<file path="src/rtl/dd_pkg.sv">
// Package: shared types for the dual-issue dispatch checker.
// Assumes exactly two issue slots; slot 0 is always the older instruction.
package dd_pkg;

    // Outcome of examining the two queue heads in one cycle.
    typedef enum logic [2:0] {
        PK_IDLE      = 3'd0,  // nothing issues
        PK_SOLO      = 3'd1,  // only one instruction present, issues alone
        PK_SPLIT_RAW = 3'd2,  // younger reads older's destination
        PK_SPLIT_WAW = 3'd3,  // both write the same destination
        PK_SPLIT_MEM = 3'd4,  // both access memory
        PK_DUAL      = 3'd5   // both issue together
    } pair_kind_e;

    // Number of queue entries retired for a given outcome.
    function automatic logic [1:0] slots_taken(pair_kind_e k);
        case (k)
            PK_IDLE: slots_taken = 2'd0;
            PK_DUAL: slots_taken = 2'd2;
            default: slots_taken = 2'd1;
        endcase
    endfunction

endpackage

</file>
<file path="src/rtl/dd_hazard.sv">
// Module: dd_hazard
// Compares the younger instruction of a pair against the older one and
// flags read-after-write, write-after-write and dual memory access.
// Assumes: purely combinational, no knowledge of instructions already issued.
module dd_hazard #(
    parameter int REG_IDX_W     = 5,
    parameter int SRC_PER_INSTR = 2
) (
    input  logic                                    old_wr_en,
    input  logic [REG_IDX_W-1:0]                    old_rd,
    input  logic                                    old_mem,
    input  logic                                    yng_wr_en,
    input  logic [REG_IDX_W-1:0]                    yng_rd,
    input  logic [SRC_PER_INSTR-1:0]                yng_src_en,
    input  logic [SRC_PER_INSTR-1:0][REG_IDX_W-1:0] yng_src,
    input  logic                                    yng_mem,
    output logic                                    raw,
    output logic                                    waw,
    output logic                                    mem_clash
);

    logic [SRC_PER_INSTR-1:0] src_hit;

    // One comparator per source position of the younger instruction.
    for (genvar s = 0; s < SRC_PER_INSTR; s++) begin : g_src
        assign src_hit[s] = old_wr_en && yng_src_en[s] && (yng_src[s] == old_rd);
    end

    // Reduce comparator hits and check destination and memory overlap.
    always_comb begin
        raw       = |src_hit;
        waw       = old_wr_en && yng_wr_en && (old_rd == yng_rd);
        mem_clash = old_mem && yng_mem;
    end

endmodule

</file>
<file path="src/rtl/dd_pair_classify.sv">
// Module: dd_pair_classify
// Turns slot validity and hazard flags into an issue decision and the
// consumed count returned to the fetch queue.
// Assumes: slot 1 is never issued unless slot 0 issues (in-order issue).
module dd_pair_classify
    import dd_pkg::*;
(
    input  logic       clk,
    input  logic       rst_n,
    input  logic [1:0] slot_valid,
    input  logic       raw,
    input  logic       waw,
    input  logic       mem_clash,
    output pair_kind_e kind,
    output logic [1:0] issue,
    output logic [1:0] consumed
);

    // Priority choice of the pairing outcome for this cycle.
    always_comb begin
        if (!rst_n || !slot_valid[0]) begin
            kind = PK_IDLE;
        end else if (!slot_valid[1]) begin
            kind = PK_SOLO;
        end else if (raw) begin
            kind = PK_SPLIT_RAW;
        end else if (waw) begin
            kind = PK_SPLIT_WAW;
        end else if (mem_clash) begin
            kind = PK_SPLIT_MEM;
        end else begin
            kind = PK_DUAL;
        end
    end

    // Per-lane issue strobes and the queue pop count.
    always_comb begin
        issue[0] = (kind != PK_IDLE);
        issue[1] = (kind == PK_DUAL);
        consumed = slots_taken(kind);
    end

    AST_SOLO_ISSUES: assert property (@(posedge clk) disable iff (!rst_n)
        (slot_valid == 2'b01) |-> (consumed == 2'd1 && issue == 2'b01)) else $error("solo");
    AST_EMPTY_OLDER: assert property (@(posedge clk) disable iff (!rst_n)
        !slot_valid[0] |-> (consumed == 2'd0)) else $error("empty older");
    AST_RAW_SPLITS: assert property (@(posedge clk) disable iff (!rst_n)
        (slot_valid == 2'b11 && raw) |-> (consumed == 2'd1)) else $error("raw");
    AST_WAW_SPLITS: assert property (@(posedge clk) disable iff (!rst_n)
        (slot_valid == 2'b11 && waw) |-> (consumed == 2'd1)) else $error("waw");
    AST_MEM_SPLITS: assert property (@(posedge clk) disable iff (!rst_n)
        (slot_valid == 2'b11 && mem_clash) |-> (consumed == 2'd1)) else $error("mem");
    AST_COUNT_MATCHES: assert property (@(posedge clk) disable iff (!rst_n)
        consumed == 2'($countones(issue))) else $error("count");

endmodule

</file>
<file path="src/rtl/dd_lane_reg.sv">
// Module: dd_lane_reg
// Captures the issued instructions into the lane register that feeds the
// two execution lanes. Lanes that do not issue are cleared.
// Assumes: synchronous active-low reset.
module dd_lane_reg #(
    parameter int REG_IDX_W = 5
) (
    input  logic                       clk,
    input  logic                       rst_n,
    input  logic [1:0]                 issue,
    input  logic [1:0]                 slot_wr_en,
    input  logic [1:0][REG_IDX_W-1:0]  slot_rd,
    input  logic [1:0]                 slot_mem,
    output logic [1:0]                 lane_valid,
    output logic [1:0][REG_IDX_W-1:0]  lane_rd,
    output logic [1:0]                 lane_wr_en,
    output logic                 [1:0] lane_mem
);

    // Load each lane with its slot's fields when it issues, else clear it.
    always_ff @(posedge clk) begin
        if (!rst_n) begin
            lane_valid <= '0;
            lane_rd    <= '0;
            lane_wr_en <= '0;
            lane_mem   <= '0;
        end else begin
            for (int l = 0; l < 2; l++) begin
                lane_valid[l] <= issue[l];
                lane_rd[l]    <= issue[l] ? slot_rd[l] : '0;
                lane_wr_en[l] <= issue[l] && slot_wr_en[l];
                lane_mem[l]   <= issue[l] && slot_mem[l];
            end
        end
    end

    AST_RESET_CLEARS: assert property (@(posedge clk)
        !rst_n |=> (lane_valid == 2'b00 && lane_mem == 2'b00)) else $error("reset");
    AST_YOUNG_WITH_OLD: assert property (@(posedge clk) disable iff (!rst_n)
        lane_valid[1] |-> lane_valid[0]) else $error("order");
    AST_NO_SAME_DEST: assert property (@(posedge clk) disable iff (!rst_n)
        (lane_valid == 2'b11 && lane_wr_en == 2'b11) |-> (lane_rd[0] != lane_rd[1])) else $error("dest");
    AST_ONE_MEM_LANE: assert property (@(posedge clk) disable iff (!rst_n)
        lane_mem != 2'b11) else $error("mem lanes");

endmodule

</file>
<file path="src/rtl/dual_issue_dispatch.sv">
// Module: dual_issue_dispatch (top)
// Dispatch dependency checker for a two-way in-order issue stage. Looks at
// the two oldest queue entries, returns how many leave the queue this cycle
// and registers the issued instructions onto two lanes.
// Assumes: the queue is compacted (slot 1 valid implies slot 0 valid in
// normal use) and pops exactly `consumed` entries at each rising edge.
module dual_issue_dispatch
    import dd_pkg::*;
#(
    parameter int REG_IDX_W     = 5,
    parameter int SRC_PER_INSTR = 2
) (
    input  logic                                         clk,
    input  logic                                         rst_n,
    input  logic [1:0]                                   slot_valid,
    input  logic [1:0]                                   slot_wr_en,
    input  logic [1:0][REG_IDX_W-1:0]                    slot_rd,
    input  logic [1:0][SRC_PER_INSTR-1:0]                slot_src_en,
    input  logic [1:0][SRC_PER_INSTR-1:0][REG_IDX_W-1:0] slot_src,
    input  logic [1:0]                                   slot_mem,
    output logic [1:0]                                   consumed,
    output logic [1:0]                                   lane_valid,
    output logic [1:0][REG_IDX_W-1:0]                    lane_rd,
    output logic [1:0]                                   lane_wr_en,
    output logic [1:0]                                   lane_mem
);

    logic       haz_raw;
    logic       haz_waw;
    logic       haz_mem;
    logic [1:0] issue;
    pair_kind_e kind;

    // Hazard comparison of younger against older; slot 0 sources unused here.
    dd_hazard #(
        .REG_IDX_W     (REG_IDX_W),
        .SRC_PER_INSTR (SRC_PER_INSTR)
    ) u_hazard (
        .old_wr_en  (slot_wr_en[0]),
        .old_rd     (slot_rd[0]),
        .old_mem    (slot_mem[0]),
        .yng_wr_en  (slot_wr_en[1]),
        .yng_rd     (slot_rd[1]),
        .yng_src_en (slot_src_en[1]),
        .yng_src    (slot_src[1]),
        .yng_mem    (slot_mem[1]),
        .raw        (haz_raw),
        .waw        (haz_waw),
        .mem_clash  (haz_mem)
    );

    dd_pair_classify u_classify (
        .clk        (clk),
        .rst_n      (rst_n),
        .slot_valid (slot_valid),
        .raw        (haz_raw),
        .waw        (haz_waw),
        .mem_clash  (haz_mem),
        .kind       (kind),
        .issue      (issue),
        .consumed   (consumed)
    );

    dd_lane_reg #(
        .REG_IDX_W (REG_IDX_W)
    ) u_lanes (
        .clk        (clk),
        .rst_n      (rst_n),
        .issue      (issue),
        .slot_wr_en (slot_wr_en),
        .slot_rd    (slot_rd),
        .slot_mem   (slot_mem),
        .lane_valid (lane_valid),
        .lane_rd    (lane_rd),
        .lane_wr_en (lane_wr_en),
        .lane_mem   (lane_mem)
    );

    // Slot 0 source fields are only meaningful to the forwarding network.
    logic unused_src0;
    assign unused_src0 = ^{slot_src_en[0], slot_src[0], kind};

    AST_PAIR_TO_LANES: assert property (@(posedge clk) disable iff (!rst_n)
        (consumed == 2'd2) |=> (lane_valid == 2'b11)) else $error("pair lanes");
    AST_ONE_TO_LANE: assert property (@(posedge clk) disable iff (!rst_n)
        (consumed == 2'd1) |=> (lane_valid == 2'b01)) else $error("single lane");
    AST_NONE_TO_LANES: assert property (@(posedge clk) disable iff (!rst_n)
        (consumed == 2'd0) |=> (lane_valid == 2'b00)) else $error("no lane");

endmodule

</file>
<file path="config.mk">
export PLATFORM = sky130hd
export DESIGN_NAME = dual_issue_dispatch
export DESIGN_NICKNAME = d
export VERILOG_FILES = /design/src/rtl/dd_pkg.sv /design/src/rtl/dd_hazard.sv /design/src/rtl/dd_pair_classify.sv /design/src/rtl/dd_lane_reg.sv /design/src/rtl/dual_issue_dispatch.sv
export SDC_FILE = /design/constraint.sdc
export NUM_CORES = 1
export LEC_CHECK = 0
export ABC_AREA = 1
export CAP_MARGIN = 40
export CORE_MARGIN = 1.5
export CORE_UTILIZATION = 32
export CTS_CLUSTER_SIZE = 8
export DETAILED_ROUTE_END_ITERATION = 8
export PLACE_DENSITY = 0.77
export SETUP_SLACK_MARGIN = 0.5
export SLEW_MARGIN = 20
export SYNTH_ARGS = -nofsm -noshare
export SYNTH_HDL_FRONTEND = slang
export SYNTH_SLANG_ARGS = --single-unit
</file>
<file path="constraint.sdc">
create_clock -name clk -period 1.1 [get_ports clk]
set_input_delay 0.165 -clock clk [delete_from_list [all_inputs] [get_ports clk]]
set_output_delay 0.165 -clock clk [all_outputs]
set_load 0.02 [all_outputs]
</file>
# After elaboration in Yosys (flattened, before gate mapping)
# Index checks and enable logic that the tools add are counted.
# Widths: inputs -> output; s select.
[totals]
input_bits = 42
reg_bits = 16
[op_classes]
reduce_logical = 19
n_eq_ne = 4
n_mux = 6
[op_table]
columns = ["operator", "count"]
rows = [
  ["$eq 5x5->1", 3],
  ["$mux 3", 4],
  ["$logic_and 1x1->1", 11],
  ["$pmux 2 s2", 1],
  ["$reduce_and 2->1", 2],
  ["$eq 3x3->1 const B", 1],
  ["$logic_not 3->1", 1],
  ["$reduce_bool 3->1", 1],
  ["$logic_not 1->1", 2],
  ["$reduce_or 2->1", 1],
  ["$logic_or 1x1->1", 1],
  ["$mux 1", 1],
]

# Longest topological paths before layout
[logic_depth]
ltp_word = 8
mapped_depth = 8
mapped_depth_nobuf = 8

# Hierarchy
# From an unflattened synthesis, not the netlist that was laid out.
[hier_totals]
hier_cells = 137
hier_area_um2 = 809.5
[modules_own_cells]
columns = ["mod", "cells_each", "area_per_inst_um2", "seq_area_each_um2", "n_inst"]
rows = [
  ["dd_lane_reg", 48, 440.4, 320.3, 1],
  ["dd_hazard", 73, 287.8, 0.0, 1],
  ["dd_pair_classify", 16, 81.3, 0.0, 1],
]

# Worst setup path after synthesis
# OpenSTA, ideal clock, no wires.
[synth_path]
path_type = "input to output"
start = "input slot_rd[3] in the netlist's numbering"
end = "output consumed[0]"
required_time_ns = 0.935
path_buffers = 0
t_arrival_ns = 0.881
stages = 7
slack_ns = 0.054
cell_sequence = "inv_1 > o21ai_0 > nor2_1 > nand3_1 > nand2_4 > nor2_4 > nor2_2"
[synth_between]
elab_chain_cells = 8
[synth_rtl]
columns = ["element", "line", "text"]
rows = [
  ["start: declaration", "dual_issue_dispatch.sv:17", "input logic [1:0][REG_IDX_W-1:0] slot_rd,"],
  ["$eq 5x5->1, on equally long branches", "dd_hazard.sv:32, dd_hazard.sv:26", ""],
  ["$logic_and 1x1->1, on equally long branches", "dd_hazard.sv:32, dd_hazard.sv:26", ""],
  ["$mux 3 or $reduce_or 2->1 (tied branches)", "dd_pair_classify.sv:27, dd_hazard.sv:31", ""],
  ["$mux 3 (*)", "dd_pair_classify.sv:25", "end else if (raw) begin"],
  ["$mux 3 (*)", "dd_pair_classify.sv:23", "end else if (!slot_valid[1]) begin"],
  ["$mux 3 (*)", "dd_pair_classify.sv:21", "if (!rst_n || !slot_valid[0]) begin"],
  ["$eq 3x3->1 (*)", "n/a", ""],
  ["net issue[1]", "dual_issue_dispatch.sv:31", "logic [1:0] issue;"],
  ["$pmux 2 s2 (*)", "dd_pkg.sv:17", "case (k)"],
  ["end: declaration", "dual_issue_dispatch.sv:21", "output logic [1:0] consumed,"],
]
# Mark *: on every way through the listed nets, which the timed path passes. The rest lies on a longest branch.

# Worst setup path after layout
[layout_path]
start = "input slot_rd[3] in the netlist's numbering"
end = "output consumed[0]"
[layout_between]
elab_chain_cells = 8
[layout_rtl]
columns = ["element", "line"]
rows = [
  ["$eq 5x5->1, on equally long branches", "dd_hazard.sv:32, dd_hazard.sv:26"],
  ["$logic_and 1x1->1, on equally long branches", "dd_hazard.sv:32, dd_hazard.sv:26"],
  ["$mux 3 or $reduce_or 2->1 (tied branches)", "dd_pair_classify.sv:27, dd_hazard.sv:31"],
  ["$mux 3 (*)", "dd_pair_classify.sv:25"],
  ["$mux 3 (*)", "dd_pair_classify.sv:23"],
  ["$mux 3 (*)", "dd_pair_classify.sv:21"],
  ["$eq 3x3->1 or $logic_not 3->1 (tied branches)", "dd_pkg.sv:17"],
  ["$pmux 2 s2 (*)", "dd_pkg.sv:17"],
]
# Every way passes the cells marked *; elsewhere a longest branch is shown, timed or not.

==> impl_summary.log <==
[metrics] peak ir drop on the vdd network: roughly 0.0007 V
[metrics] DRT Pass-1 Iters: 4
[metrics] count of input and output buffers: 47
[metrics] maximum number of pins on one net before global-route repair: 10
[metrics] post-synthesis async set-or-reset flop share: 0%
[metrics] startpoint-to-endpoint class of the critical path: input pin to output pin
[metrics] cell chosen for the clock root: clkbuf_4
[metrics] CP Launch Type: input pin
[metrics] detailed placement HPWL: 1766 um
[metrics] CTS tree: built
[metrics] die boundary width: roughly 52 um
[metrics] total number of placement rows: 17
[metrics] unrepaired setup endpoints after global routing: true
[metrics] number of synthesized flops with an enable pin: 0
[metrics] hold violation total from the final report: 0
[metrics] Avg WL per Cell: 12.28 um
[metrics] top-level port count: 60
[metrics] status: complete, but fails checks
[metrics] fraction of the cycle the final worst path needs: 114.1%
[metrics] post-layout net count: around 230
[metrics] Mapped Cells: between 100 and 150
[metrics] vias per std cell: 4.448
[metrics] commonest cells in the synthesized netlist: 36 x nand2_1, 21 x nor2_1, 20 x inv_1
[metrics] cell-internal power: between 1 and 1.5 mW
[metrics] Final setup violation count: 2
[metrics] number of buffers inserted during clock tree synthesis: 3
[metrics] clock sink count: 16
[metrics] share of power burned in combinational logic: 29.4%
[metrics] area growth from synthesis to final layout: 112.6%
[metrics] post-synth cell types: 14
[metrics] violations in the final reports: negative setup slack
[metrics] total design power: 1.418 mW
[metrics] detailed-route DRC error count: 0
[metrics] Sw Share: 28.78%
[metrics] Placer Congestion: 0.8290
[metrics] maximum frequency from static timing analysis: about 800 MHz
[metrics] most common cell in the netlist: nand2_1
[metrics] total power per unit cell area: 885.6 nW/um2
[metrics] actual transition at the worst max-transition pin: 164.6 ps
[metrics] biggest fanout along the worst timing path: 5
[metrics] tightest hold margin: ~140 ps
[metrics] Remaining Overflow, GRT: 0
[metrics] worst endpoint data arrival time: 1090 ps
[metrics] starting density of the core: about a third
[metrics] 1st-iter DRT viols: 8
[metrics] Detail Route Antenna Nets: 0
[metrics] flop and latch count out of synthesis: 16
[metrics] height of the die: 51.52 um
[metrics] final cell count without fillers: 212
[metrics] maximum buffer depth of the clock tree: 2
[metrics] global-route usage over all layers: 19.65%
[metrics] final critical-path required period: 1255 ps
[metrics] leakage power summed over all cells: 0.8295 nW
[metrics] min setup slack post-route: -155.2 ps
[metrics] global-route wire length before repair: 3857 um
[metrics] biggest area contributors in the synthesized netlist: dfxtp_1 43%, nand2_1 18%, nor2_1 10%, inv_1 10%, nor3_1 4.7%
[metrics] post-placement setup slack: -1090 ps
[metrics] Syn. warnings: 0
[metrics] vias after detailed routing: 943
[metrics] sequential cell area fraction in the yosys report: 42.52%
[metrics] cell taking the most area after synthesis: dfxtp_1
[metrics] part of the total power dissipated in sequential elements: 43.1%
[metrics] number of antenna violations at the first check in global routing: 0
[metrics] clock-pin slew reported for the worst setup and hold paths after clock tree synthesis: 90 ps
[metrics] sort of element at the end of the critical path: output pin
[metrics] area share of the leading cell type in the synthesized netlist: 42.52%
[metrics] synthesized net count: roughly 160
[metrics] number of antenna diodes: 0
[metrics] power dissipated by switching net loads: 408.2 uW
[metrics] count of final max-slew check failures: 0
[metrics] fraction of layout cells with a size suffix above 1: 64.13%
[metrics] Max-slew headroom: 88.99%
[metrics] worst hold-check path type: input pin to flip-flop
[metrics] area after detailed placement: 1420 um2
[metrics] area of all placed cells without fillers: 1602 um2
[metrics] worst endpoint required time: 940 ps
[metrics] Core Area: between 2000 and 2500 um2
[metrics] die footprint: between 2000 and 3000 um2
[metrics] number of levels the H-tree was split into: 1
[metrics] via count of the first global-routing pass: 919
[metrics] mean area per synthesized cell: 6.438 um2
[metrics] dominant register cell in the synthesized netlist: dfxtp_1
[metrics] count of maximum capacitance violations: 0
[metrics] Post-Syn Area: 753.2 um2
[metrics] Clk pwr share: 27.5%
[metrics] total instance count after detailed placement: between 200 and 250
[metrics] total wire length: between 2000 and 3000 um
==> flip-flops by register name (all words and copies together), names as in the netlist <==
name	cells
u_lanes.lane_rd	10
u_lanes.lane_mem	2
u_lanes.lane_valid	2
u_lanes.lane_wr_en	2
==> cell families after synthesis <==
logic type	count (synthesis)	share of synthesized area, %
AOI/OAI and AO/OA	3	1.993
xor gates and xnor gates	1	1.163
and+or+nand+nor	73	41.86
DFF	16	42.53
buffers and inverters	24	12.46
==> cells in the final DEF, fill, tap and decap left out, drive strengths merged <==
cell type	Yosys	final
xor2	1	1
nor3	7	7
nor2	23	23
clkbuf	0	10
inv	23	23
buf	1	47
dlygate4sd2	0	6
nand3	4	4
dfxtp	16	16
clkdlybuf4s15	0	5
nand2	39	39
o21ai	3	3
==> timing repair <==
item                                    CTS  global route
buffers inserted                          3             2
gates resized for setup                 219            33
endpoints found under the setup margin   34            26
hold buffers                              0             0
gates cloned                              0             0
pin swaps                                30            18
==> critical path, cell delays in order <==
cell     delay, ps
buf_6           70
buf_12         120
inv_16          40
nand2_4         40
nand3_2         60
nor2_2         130
nand3_2        110
nand2_4        100
nor2_4          50
nor2_4          90
buf_6          130
==> final timing paths <==
path	depth (start not counted)	endpoint	slack, ps	from
max	11	consumed[0]	-160	slot_rd[3]
min	3	u_lanes.lane_wr_en[0]	140	slot_wr_en[0]
==> final cells by class <==
cell class                 instances  area, um2
clock buffer                       4      36.28
fill                             180      610.6
sequential                        16      340.3
multi-input combinational         77      481.7
timing repair buffer              64      590.6
tap                               28      35.03
inverter                          23      117.6
==> per-stage QoR <==
step / setup TNS (ps) / utilization [%]
2_1_floorplan: 0 / -
3_3_place_gp: -5930 / 64.20
3_5_place_dp: -6335 / 64.20
4_1_cts: -289.8 / 69.85
5_1_grt: -354.0 / 72.40
6_report: -270.7 / 72.40
==> metal layers <==
metal	vias to the layer above	GRT usage [%]	part of all wire (%)	wire, um
li1	481	-	-	-
met1	427	20.25	36	931
met2	35	38.89	60	1562
met3	0	2.299	4.2	110
met4	0	8.772	0	0
met5	-	0	0	0
==> power groups by stage <==
stage / clock, mW / sequential [mW] / combinational [mW]
3_5_place_dp: 0 / 0.617 / 0.379
5_1_grt: 0.438 / 0.613 / 0.448
3_3_place_gp: 0 / 0.617 / 0.371
4_1_cts: 0.384 / 0.611 / 0.381
6_report: 0.390 / 0.611 / 0.417
2_1_floorplan: 0 / 0.643 / 0.119
Note: power is estimated with default switching activity, not from simulation.
